===== config.mk =====
export PLATFORM = sky130hd
export DESIGN_NAME = cinv_seq
export DESIGN_NICKNAME = d
export VERILOG_FILES = /design/src/rtl/cinv_pkg.sv /design/src/rtl/cinv_cmd_decode.sv /design/src/rtl/cinv_line_ctr.sv /design/src/rtl/cinv_tag_mux.sv /design/src/rtl/cinv_seq.sv
export SDC_FILE = /design/constraint.sdc
export NUM_CORES = 1
export LEC_CHECK = 0
export BUFFER_PORTS_ARGS = -buffer_cell sky130_fd_sc_hd__buf_4
export CAP_MARGIN = 40
export CORE_ASPECT_RATIO = 1.2
export CORE_MARGIN = 5
export CORE_UTILIZATION = 42
export DETAILED_ROUTE_END_ITERATION = 10
export PLACE_DENSITY_LB_ADDON = 0.12
export SLEW_MARGIN = 15
export SYNTH_ARGS = -nofsm -noshare
export SYNTH_HDL_FRONTEND = slang
export SYNTH_SLANG_ARGS = --single-unit

===== constraint.sdc =====
create_clock -name clk -period 4.1 [get_ports clk]
set_clock_uncertainty 0.05 [all_clocks]
set_input_delay 0.205 -clock clk [delete_from_list [all_inputs] [get_ports clk]]
set_output_delay 0.205 -clock clk [all_outputs]
set_load 0.05 [all_outputs]

===== src/rtl/cinv_pkg.sv =====
package cinv_pkg;

    localparam int CSR_W    = 32;
    localparam int MODE_BIT = 31;

    typedef enum logic {
        MODE_SWEEP = 1'b0,
        MODE_LINE  = 1'b1
    } inv_mode_e;

    typedef struct packed {
        logic      active;
        inv_mode_e mode;
    } seq_state_t;

    function automatic inv_mode_e mode_of(input logic [CSR_W-1:0] word);
        return word[MODE_BIT] ? MODE_LINE : MODE_SWEEP;
    endfunction

endpackage


===== src/rtl/cinv_cmd_decode.sv =====
module cinv_cmd_decode
    import cinv_pkg::*;
#(
    parameter int LINES = 256,
    localparam int IDX_W = $clog2(LINES)
) (
    input  logic             csr_we,
    input  logic [CSR_W-1:0] csr_wdata,
    input  logic             busy,
    output logic             start,
    output inv_mode_e        mode,
    output logic [IDX_W-1:0] line_idx
);

    logic unused_hi_bits;

    always_comb begin
        start          = csr_we && !busy;
        mode           = mode_of(csr_wdata);
        line_idx       = csr_wdata[IDX_W-1:0];
        unused_hi_bits = ^csr_wdata[MODE_BIT-1:IDX_W];
    end

endmodule


===== src/rtl/cinv_line_ctr.sv =====
module cinv_line_ctr
    import cinv_pkg::*;
#(
    parameter int LINES = 256,
    localparam int IDX_W = $clog2(LINES),
    localparam logic [IDX_W-1:0] LAST_IDX = IDX_W'(LINES - 1)
) (
    input  logic             clk,
    input  logic             rst,
    input  logic             start,
    input  inv_mode_e        mode,
    input  logic [IDX_W-1:0] line_idx,
    output logic             active,
    output logic             last,
    output logic [IDX_W-1:0] cur_idx
);

    seq_state_t       st_q;
    logic [IDX_W-1:0] idx_q;

    always_ff @(posedge clk) begin
        if (rst) begin
            st_q  <= '{active: 1'b0, mode: MODE_SWEEP};
            idx_q <= '0;
        end else if (st_q.active) begin
            if (last) begin
                st_q.active <= 1'b0;
            end else begin
                idx_q <= idx_q + 1'b1;
            end
        end else if (start) begin
            st_q.active <= 1'b1;
            st_q.mode   <= mode;
            idx_q       <= (mode == MODE_LINE) ? line_idx : '0;
        end
    end

    always_comb begin
        active  = st_q.active;
        cur_idx = idx_q;
        last    = st_q.active &&
                  ((st_q.mode == MODE_LINE) || (idx_q == LAST_IDX));
    end


    sweep_step_chk: assert property (@(posedge clk) disable iff (rst)
        (active && st_q.mode == MODE_SWEEP && !last) |=> (active && cur_idx == $past(cur_idx) + 1'b1));


    sweep_from_zero_chk: assert property (@(posedge clk) disable iff (rst)
        (start && mode == MODE_SWEEP) |=> (cur_idx == '0));


    line_once_chk: assert property (@(posedge clk) disable iff (rst)
        (active && st_q.mode == MODE_LINE) |=> !active);


    line_index_chk: assert property (@(posedge clk) disable iff (rst)
        (start && mode == MODE_LINE) |=> (cur_idx == $past(line_idx)));

endmodule


===== src/rtl/cinv_tag_mux.sv =====
module cinv_tag_mux #(
    parameter int LINES = 256,
    localparam int IDX_W = $clog2(LINES)
) (
    input  logic             active,
    input  logic [IDX_W-1:0] cur_idx,
    input  logic             cache_we,
    input  logic [IDX_W-1:0] cache_idx,
    input  logic             cache_valid,
    output logic             tag_we,
    output logic [IDX_W-1:0] tag_idx,
    output logic             tag_wvalid
);

    always_comb begin
        if (active) begin
            tag_we     = 1'b1;
            tag_idx    = cur_idx;
            tag_wvalid = 1'b0;
        end else begin
            tag_we     = cache_we;
            tag_idx    = cache_idx;
            tag_wvalid = cache_valid;
        end
    end

endmodule


===== src/rtl/cinv_seq.sv =====
module cinv_seq
    import cinv_pkg::*;
#(
    parameter int LINES = 256,
    localparam int IDX_W = $clog2(LINES)
) (
    input  logic             clk,
    input  logic             rst,
    input  logic             csr_we,
    input  logic [CSR_W-1:0] csr_wdata,
    input  logic             cache_we,
    input  logic [IDX_W-1:0] cache_idx,
    input  logic             cache_valid,
    output logic             busy,
    output logic             done,
    output logic             tag_we,
    output logic [IDX_W-1:0] tag_idx,
    output logic             tag_wvalid
);

    logic             start;
    inv_mode_e        cmd_mode;
    logic [IDX_W-1:0] cmd_idx;
    logic             active;
    logic             last;
    logic [IDX_W-1:0] cur_idx;

    cinv_cmd_decode #(.LINES(LINES)) dec_i (
        .csr_we    (csr_we),
        .csr_wdata (csr_wdata),
        .busy      (busy),
        .start     (start),
        .mode      (cmd_mode),
        .line_idx  (cmd_idx)
    );

    cinv_line_ctr #(.LINES(LINES)) ctr_i (
        .clk      (clk),
        .rst      (rst),
        .start    (start),
        .mode     (cmd_mode),
        .line_idx (cmd_idx),
        .active   (active),
        .last     (last),
        .cur_idx  (cur_idx)
    );

    cinv_tag_mux #(.LINES(LINES)) mux_i (
        .active      (active),
        .cur_idx     (cur_idx),
        .cache_we    (cache_we),
        .cache_idx   (cache_idx),
        .cache_valid (cache_valid),
        .tag_we      (tag_we),
        .tag_idx     (tag_idx),
        .tag_wvalid  (tag_wvalid)
    );

    always_comb begin
        busy = active;
        done = last;
    end


    start_busy_chk: assert property (@(posedge clk) disable iff (rst)
        (csr_we && !busy) |=> busy);


    done_drop_chk: assert property (@(posedge clk) disable iff (rst)
        done |=> (!busy && !done));


    ignore_write_chk: assert property (@(posedge clk) disable iff (rst)
        (busy && !done && csr_we) |=> busy);


    port_owned_chk: assert property (@(posedge clk) disable iff (rst)
        busy |-> (tag_we && !tag_wvalid));

endmodule


### Word-level counts from Yosys, hierarchy flattened

Index checks and enable logic that the tools add are counted.

| storage, ports and cells | value |
|---|---|
| bits in registers | 10 |
| bits in latches | 0 |
| bits in writable memories | 0 |
| ROM bits | 0 |
| input port bits | 45 |
| output and inout port bits | 12 |
| logic and storage cells | 25 |
| memories | 0 |

| operators by class | value |
|---|---|
| add/subtract/negate cells | 1 |
| $mul | 0 |
| div/mod/pow operators | 0 |
| order comparisons | 0 |
| equal/unequal tests | 2 |
| shift operators | 0 |
| mux-type cells | 11 |
| bitwise gates (word level) | 1 |
| reductions and logical operators | 7 |

Operator list:

| operator | number |
|---|---|
| $mux W8 | 5 |
| $add A8 B1 Y8 const B | 1 |
| $eq A8 B8 Y1 const B | 1 |
| $mux W1 | 5 |
| $reduce_and A2 Y1 | 2 |
| $logic_and A1 B1 Y1 | 2 |
| $mux W2 | 1 |
| $ne A2 B2 Y1 const B | 1 |
| $reduce_bool A2 Y1 | 1 |
| $logic_not A1 Y1 | 1 |
| $logic_or A1 B1 Y1 | 1 |
| $not A1 Y1 | 1 |

### Depth between registers and ports, before layout

Gate-level depths: netlist of the first run.

| logic depth | value |
|---|---|
| word-level depth | 5 |
| gate-level depth with buffers | 5 |
| depth with buffers taken out | 5 |

### By module

A second synthesis of the first run with hierarchy kept.

| second synthesis, totals | value |
|---|---|
| cell total of the unflattened synthesis | 96 |
| area, all modules | 825.8 um^2 |

By module, submodules not included:

| module | times used | cells an instance | area an instance (um^2) | seq. area each (um^2) |
|---|---|---|---|---|
| cinv_line_ctr | 1 | 75 | 598.1 | 200.2 |
| cinv_tag_mux | 1 | 11 | 146.4 | 0.0 |
| cinv_cmd_decode | 1 | 10 | 81.3 | 0.0 |

### Worst setup path after synthesis of the first run

No wires, ideal clock.

| timing | value |
|---|---|
| path kind | flip-flop to output port |
| from | register, netlist name ctr_i.active |
| to | output tag_idx[5] |
| arrival time | 1986 ps |
| data required time | 3845 ps |
| slack | 1859 ps |
| cell stages (with the launch flop) | 4 |
| buffers on the path | 2 |
| cell sequence | dfxtp_1 -> buf_6 -> buf_2 -> o21ai_0 |

| on the way | value |
|---|---|
| cells in the longest elaborated chain, start to end | 1 |

Ends and longest elaborated chain:

| element | line | text |
|---|---|---|
| $mux W8 | cinv_tag_mux.sv:16 | `if (active) begin` |
| end, declared | cinv_seq.sv:17 | `output logic [IDX_W-1:0] tag_idx,` |

Every way passes these cells.

### Worst setup path in the final report of the first run

| timing | value |
|---|---|
| from | register, netlist name ctr_i.active |
| to | output done |

| on the way | value |
|---|---|
| cells in the longest elaborated chain, start to end | 1 |

Ends and longest elaborated chain:

| element | line | text |
|---|---|---|
| $logic_and A1 B1 Y1 | cinv_line_ctr.sv:41 | `last = st_q.active &&` |
| end, declared | cinv_seq.sv:15 | `output logic done,` |

Every way passes these cells.

==> run_results.csv, run 1 <==
group,metric,value,unit
run_status,status,"finished, final reports clean",
worst_setup_path,crit_required,3.85,ns
sta,fin_setup_tns,0,ns
finish,area_growth,35.2,%
sta,period_needed,2.05,ns
worst_setup_path,start_kind,"flop",
synth,synth_warnings,0,
sta,slew_headroom,49.2,%
floorplanning,io_pins,57,
pwr,clkPwrFrac,21.5,%
placement,place_congestion,0.808,
pwr,comb_power_share,39.4,%
clocking,clock_sinks,10,
sta,rsz0062_at_grt,"false",
clocking,cts_buffer_depth,2,
grt,grt_max_degree,24,
worst_setup_path,reg2reg_to,"ctr_i.cur_idx[2]",
grt,grt_pass1_wl,3560,um
sta,hold-worst-slack,0.108,ns
finish,n_antenna_cell,0,
sta,setup_viol,0,
worst_setup_path,r2r_slack,2.12,ns
run,drv_cap,0,
grt,antenna_found_initial,0,
detailed_routing,drt_iter0_drc,27,
pwr,leakagePower,0.441,nW
floorplanning,initial_core_util,45.3,%
clocking,hold_buffers,0,
worst_setup_path,r2r_start,"ctr_i.active",
finish,nets,171,
clocking,htreeDepth,1,
synth,synth_edf_count,0,
finish,drive_gt1_share,39.8,%
worst_setup_path,critPathMaxFanout,23,
pwr,swShare,39.4,%
synth,synthTopCellsByCount,"dfxtp_1 (10), nand2_1 (10), mux2_2 (6)",
clocking,post_cts_buffers,0,
worst_hold_path,worst_hold_path.endpoint,"ctr_i.cur_idx[0]",
pwr,power.internal,0.190,mW
synth,synth_cell_types,39,
synth,syn_inst,91,
synth,yosysSeqAreaShare,26.6,%
clocking,cts_tree,"built",
grt,grt_pass1_vias,805,
sta,drv_slew,0,
grt,grt_overflow,0,
floorplanning,rows,16,
worst_hold_path,min_path_cells,2,
pwr,power_density,307,nW/um2
floorplanning,die-area,2740,um2
floorplanning,die_height,56.4,um
worst_setup_path,path_cells,"inv_1 > nor2_1 > buf_4",
worst_setup_path,path_buf_inv,2,
placement,place_hpwl,1640,um
pwr,vdd_drop_max,0.216,mV
worst_setup_path,worst_path_max_delay_cell,"dfxtp_1",
floorplanning,core,1660,um2
synth,synth.top_cell.area_share,26.6,%
detailed_routing,vias,844,
clocking,ctsRootBufferMaster,"clkbuf_4",
worst_setup_path,max_stage_delay,0.82,ns
detailed_routing,post-route-drc-count,0,
detailed_routing,wirelength,2130,um
synth,yosysTopAreaCell,"dfxtp_1",
pwr,seqPwrFrac,39.2,%
sta,fmax,488,MHz
worst_hold_path,hold_class,"input pin to flop",
synth,synthArstFlopShare,0,%
grt,grt.total_usage,15.9,%
placement,numPortBuffers,33,
synth,post_synth.cell_area_avg,8.28,um2
synth,ys_top_cells_by_area,"dfxtp_1 (27%), mux2_2 (9.0%), nand2_1 (5.0%)",
clocking,cts_resized,0,
sta,fin_crit_sh,49.9,%
worst_setup_path,arrival,1.79,ns
worst_setup_path,worstRegToRegCells,4,
detailed_routing,antenna_left,0,
clocking,cts_made_buffers,3,
pwr,switchingPower,0.123,mW
synth,syn-num-nets,137,
synth,ys_ff_latch,10,
worst_setup_path,critPathTopFamily,"flip-flops",
pwr,total_power,0.313,mW
detailed_routing,dr.pass1.iters,4,
synth,syn_area,753,um2
clocking,clk_pin_slew_worst_paths,0.07,ns
worst_setup_path,crit_type,"flop to output port",
clocking,insertion_delay,0.27,ns
sta,worst_pin_slew,0.761,ns
detailed_routing,via_per_inst,5.99,
worst_hold_path,worstHoldStart,"rst",
synth,synth_ff_type,"dfxtp_1",
worst_setup_path,end_kind,"output port",
sta,hold_violations,0,
floorplanning,die_w,48.7,um
detailed_routing,wl_per_cell,15.1,um
[how the worst max path moves through the flow]
stage	to	slack (ns)	start	depth (start not counted)
final	done	2.05	ctr_i.active	3
after CTS	done	2.05	ctr_i.active	3
after floorplan	tag_idx[5]	1.86	ctr_i.active	3
after detailed placement	ctr_i.cur_idx[2]	2.15	ctr_i.active	4
after global routing	done	1.92	ctr_i.active	3
after global placement	ctr_i.cur_idx[2]	2.16	ctr_i.active	4
[per-stage QoR]
stage	instances	setup slack (ns)	util, %	cell area, um2
6_report	141	2.05	61.3	1020
5_1_grt	141	1.92	61.3	1020
4_1_cts	141	2.05	61.3	1020
3_5_place_dp	138	2.15	59.9	996
3_3_place_gp	138	2.16	59.9	996
2_1_floorplan	91	1.86	-	753
[cell families after synthesis]
family | Yosys count | share of synthesized area (%)
AND/OR/NAND/NOR | 36 | 27.9
buffers and inverters | 9 | 6.15
flip-flops | 10 | 26.6
XOR/XNOR | 1 | 1.16
AO/OA/AOI/OAI | 28 | 27.6
adder cells (fa/ha/maj) | 1 | 1.66
multiplexers | 6 | 8.97
[flip-flops by register name, summed over array words and instances, names as in the netlist]
name and count:
ctr_i.active 1, ctr_i.cur_idx 8, ctr_i.st_q 1
[cells in the final DEF (no fill, tap or decap), drive strengths merged, types with 2 or more instances in the layout]
cell     n
inv      5
nor3     2
and2b    4
clkbuf   3
a31oi    2
a32o     2
a211oi   2
nor2b    2
buf     33
nand2   11
nor2     5
a21oi    4
nand4    3
o31ai    3
dfxtp   10
o21ai    6
nor4     2
nand3    4
a22oi    2
mux2     6
[power by group through the flow]
stage	combinational, mW	clock [mW]	sequential, mW
global route	0.132	0.0723	0.125
finish	0.123	0.0672	0.123
global placement	0.122	0	0.124
detailed placement	0.124	0	0.125
floorplan	0.0868	0	0.120
CTS	0.124	0.0692	0.122
[worst reg2reg max path: cells and delay by family, from the launching register on]
family                 cells  cell delay (ns)
and+or+nand+nor            2             0.40
buffers and inverters      1             0.33
DFF                        1             0.82
AOI/OAI and AO/OA          1             0.26
[routing by layer]
metal	track usage (%)	wire length, um
met5	0	0
met4	8.46	40
met3	4.50	152
met2	26.5	1070
met1	18.0	868
[layout make-up]
| type | instances | area (um2) |
|---|---|---|
| Fill cell | 167 | 643 |
| Multi-Input combinational cell | 72 | 507 |
| Timing Repair Buffer | 33 | 248 |
| Sequential cell | 10 | 200 |
| Clock buffer | 3 | 22.5 |
| Tap cell | 18 | 22.5 |
| Inverter | 5 | 18.8 |
Note: power is estimated with default switching activity, not from simulation.
==> run 2: changes to the inputs <==
Settings changed: ABC_AREA set to 1, CORE_UTILIZATION 42 to 36.
Clock period 4.1 ns to 1.67 ns, I/O delays scaled along.
==> run 2 against run 1 <==
Net effect: core utilization down 7.4 points; combinational power grew to 3.0 times the previous value; final cell count up 48%; non-clock buffer count is 5 higher; power grew to 2.9 times the previous value; clock-buffer cell count up 1; wire length is 17% higher; sequential share of layout area down 2.3 points; sequential power increased by 140%; register-to-register slack worse by 1.8 ns; largest power group is now combinational cells.
==> run_results.csv, run 2 <==
group,metric,value,unit
run_status,status,"finished, final reports clean",
synth,ys_ff_latch,10,
synth,synth_edf_count,0,
detailed_routing,wirelength,2490,um
worst_setup_path,path_buf_inv,2,
sta,fin_crit_sh,94.9,%
pwr,leakagePower,0.602,nW
synth,synth_cell_types,21,
placement,place_congestion,0.824,
pwr,total_power,0.898,mW
worst_setup_path,crit_required,1.54,ns
clocking,ctsRootBufferMaster,"clkbuf_4",
synth,synthTopCellsByCount,"nand2_1 (40), nand3_1 (22), nor2_1 (18)",
synth,yosysSeqAreaShare,24.3,%
finish,final_common_cell,"nand2_1",
synth,syn-num-nets,185,
worst_setup_path,worstRegToRegCells,8,
grt,grt.total_usage,16.3,%
synth,synthArstFlopShare,0,%
sta,period_needed,1.58,ns
sta,rsz0062_at_grt,"false",
worst_hold_path,worstHoldStart,"csr_wdata[31]",
sta,hold-worst-slack,0.0593,ns
floorplanning,die_w,53.7,um
floorplanning,die-area,3350,um2
synth,synth_xor_area_share,0,%
worst_setup_path,r2r_slack,0.30,ns
worst_setup_path,end_kind,"output port",
synth,synthSimpleGateAreaFrac,56.1,%
floorplanning,die_height,62.4,um
synth,synth.top_cell.area_share,24.3,%
finish,n_antenna_cell,0,
detailed_routing,via_per_inst,4.71,
clocking,htreeDepth,1,
finish,nets,225,
synth,synth_compound_area_share,7.75,%
detailed_routing,dr.pass1.iters,4,
floorplanning,initial_core_util,36.8,%
run,drv_cap,0,
worst_setup_path,critPathTopFamily,"simple AND/OR/NAND/NOR gates",
floorplanning,rows,19,
synth,synth_fa_ha_area_share,1.52,%
floorplanning,core,2230,um2
pwr,vdd_drop_max,0.508,mV
synth,synth_top_family_by_area,"simple AND/OR/NAND/NOR gates",
worst_setup_path,startpoint,"ctr_i.cur_idx[0]",
worst_setup_path,crit_type,"flop to output port",
placement,numPortBuffers,33,
worst_hold_path,hold_class,"input pin to flop",
worst_setup_path,start_kind,"flop",
detailed_routing,vias,985,
clocking,cts_buffer_depth,2,
worst_setup_path,arrival,1.45,ns
pwr,power_density,745,nW/um2
synth,synth.most_common_cell,"nand2_1",
placement,place_hpwl,1870,um
sta,hold_violations,0,
sta,worst_pin_slew,0.402,ns
worst_setup_path,critPathMaxFanout,4,
worst_setup_path,crit_cells,8,
worst_setup_path,r2r_start,"ctr_i.cur_idx[0]",
floorplanning,io_pins,57,
synth,ys_top_cells_by_area,"dfxtp_1 (24%), nand2_1 (18%), nand3_1 (13%)",
sta,setup_viol,0,
sta,slew_headroom,73.2,%
finish,final_core_util,53.9,%
worst_setup_path,worst_path_max_delay_cell,"dfxtp_4",
synth,yosysTopAreaCell,"dfxtp_1",
sta,fmax,631,MHz
worst_setup_path,reg2reg_to,"ctr_i.cur_idx[7]",
clocking,cts_tree,"built",
grt,grt_overflow,0,
clocking,cts_made_buffers,3,
grt,grt_max_degree,13,
clocking,clk_pin_slew_worst_paths,0.08,ns
worst_setup_path,crit_top_cell,"nand2_2",
synth,syn_area,823,um2
placement,place_ws,0.247,ns
clocking,clock_sinks,10,
grt,antenna_found_initial,0,
finish,area_growth,46.4,%
synth,muxShareOfSynthArea,0,%
finish,drive_gt1_share,38.2,%
synth,post_synth.cell_area_avg,5.92,um2
worst_setup_path,path_cells,"ha_4 > nand2_2 > nor2_4 > nand2_2 > nand2_2 > nand2_4 > inv_2 > buf_6",
synth,synth_ff_type,"dfxtp_1",
synth,syn_inst,139,
finish,largest_register_ffs,8,
grt,grt_pass1_vias,999,
finish,fillers,253,
worst_setup_path,max_stage_delay,0.38,ns
synth,synth_warnings,0,
worst_setup_path,endpoint,"done",
detailed_routing,antenna_left,0,
detailed_routing,wl_per_cell,11.9,um
grt,grt_pass1_wl,4100,um
sta,fin_ws,0.0854,ns
detailed_routing,drt_iter0_drc,13,
sta,drv_slew,0,
finish,final_cell_mix,"nand2_1 (40), buf_4 (36), nand3_1 (22)",
clocking,insertion_delay,0.27,ns
detailed_routing,post-route-drc-count,0,
==> run 2: changes by cell type after synthesis, sizes merged, moves of 3 or more <==
cell   before  now
and2b       4    0
o31ai       3    0
nand3       4   23
nor2        5   28
inv         5   15
a21oi       4    1
nand4       3    0
nand2      11   45
mux2        6    0
==> run 2: per-layer routing <==
metal  track usage (%)  wire length [um]  part of all wire [%]
met3              3.10               149                   6.0
met5                 0                 0                     0
met4              7.35                14                  0.56
met1              18.1              1040                    42
met2              28.5              1280                    52
==> run 2: tightest hold or removal path: stages <==
cell	delay, ns
buf_4	0.08
o21ai_0	0.07
a21oi_1	0.10
==> run 2: worst min path at each step <==
stage / to / slack [ns] / cells past startpoint
3_3_place_gp: ctr_i.active / 0.20 / 2
3_5_place_dp: ctr_i.active / 0.21 / 2
5_1_grt: ctr_i.st_q[0] / 0.1 / 3
2_1_floorplan: ctr_i.active / 0.11 / 1
6_report: ctr_i.st_q[0] / 0.06 / 3
4_1_cts: ctr_i.st_q[0] / 0.05 / 3
==> run 2: power breakdown <==
group / switching [mW] / total, mW / internal (mW)
registers: 0.0330 / 0.295 / 0.262
logic: 0.234 / 0.375 / 0.141
clock network: 0.0956 / 0.228 / 0.132
total: 0.362 / 0.898 / 0.536
==> run 2: stage by stage <==
step | area [um2] | std cells | setup TNS [ns]
finish | 1200 | 209 | 0
CTS | 1180 | 208 | 0
floorplan | 838 | 139 | -0.408
detailed placement | 1130 | 203 | 0
global route | 1200 | 209 | 0
global placement | 1130 | 203 | 0
==> run 2: cell families (layout without fill, tap and decap cells) <==
logic type	after synthesis	count (layout)
compound gates	11	11
fa+ha+maj	1	1
buf+inv	20	59
flops	10	10
simple gates	97	97
==> run 2: what timing repair did <==
action,4_1_cts,5_1_grt
hold buffers,1,0
pin swaps,0,1
endpoints found under the hold margin,1,0
buffers inserted,0,1
resized for setup,4,5
setup endpoints to repair,7,1
==> run 2: area by class of cell <==
type                    instances  area (um2)  share of cell area (%)
inverters                      17        63.8                    5.30
clock buffers                   4        36.3                    3.01
flip-flops and latches         10         209                    17.3
repair buffers                 38         292                    24.2
well taps                      31        38.8                    3.22
multi-input cells             109         566                    46.9
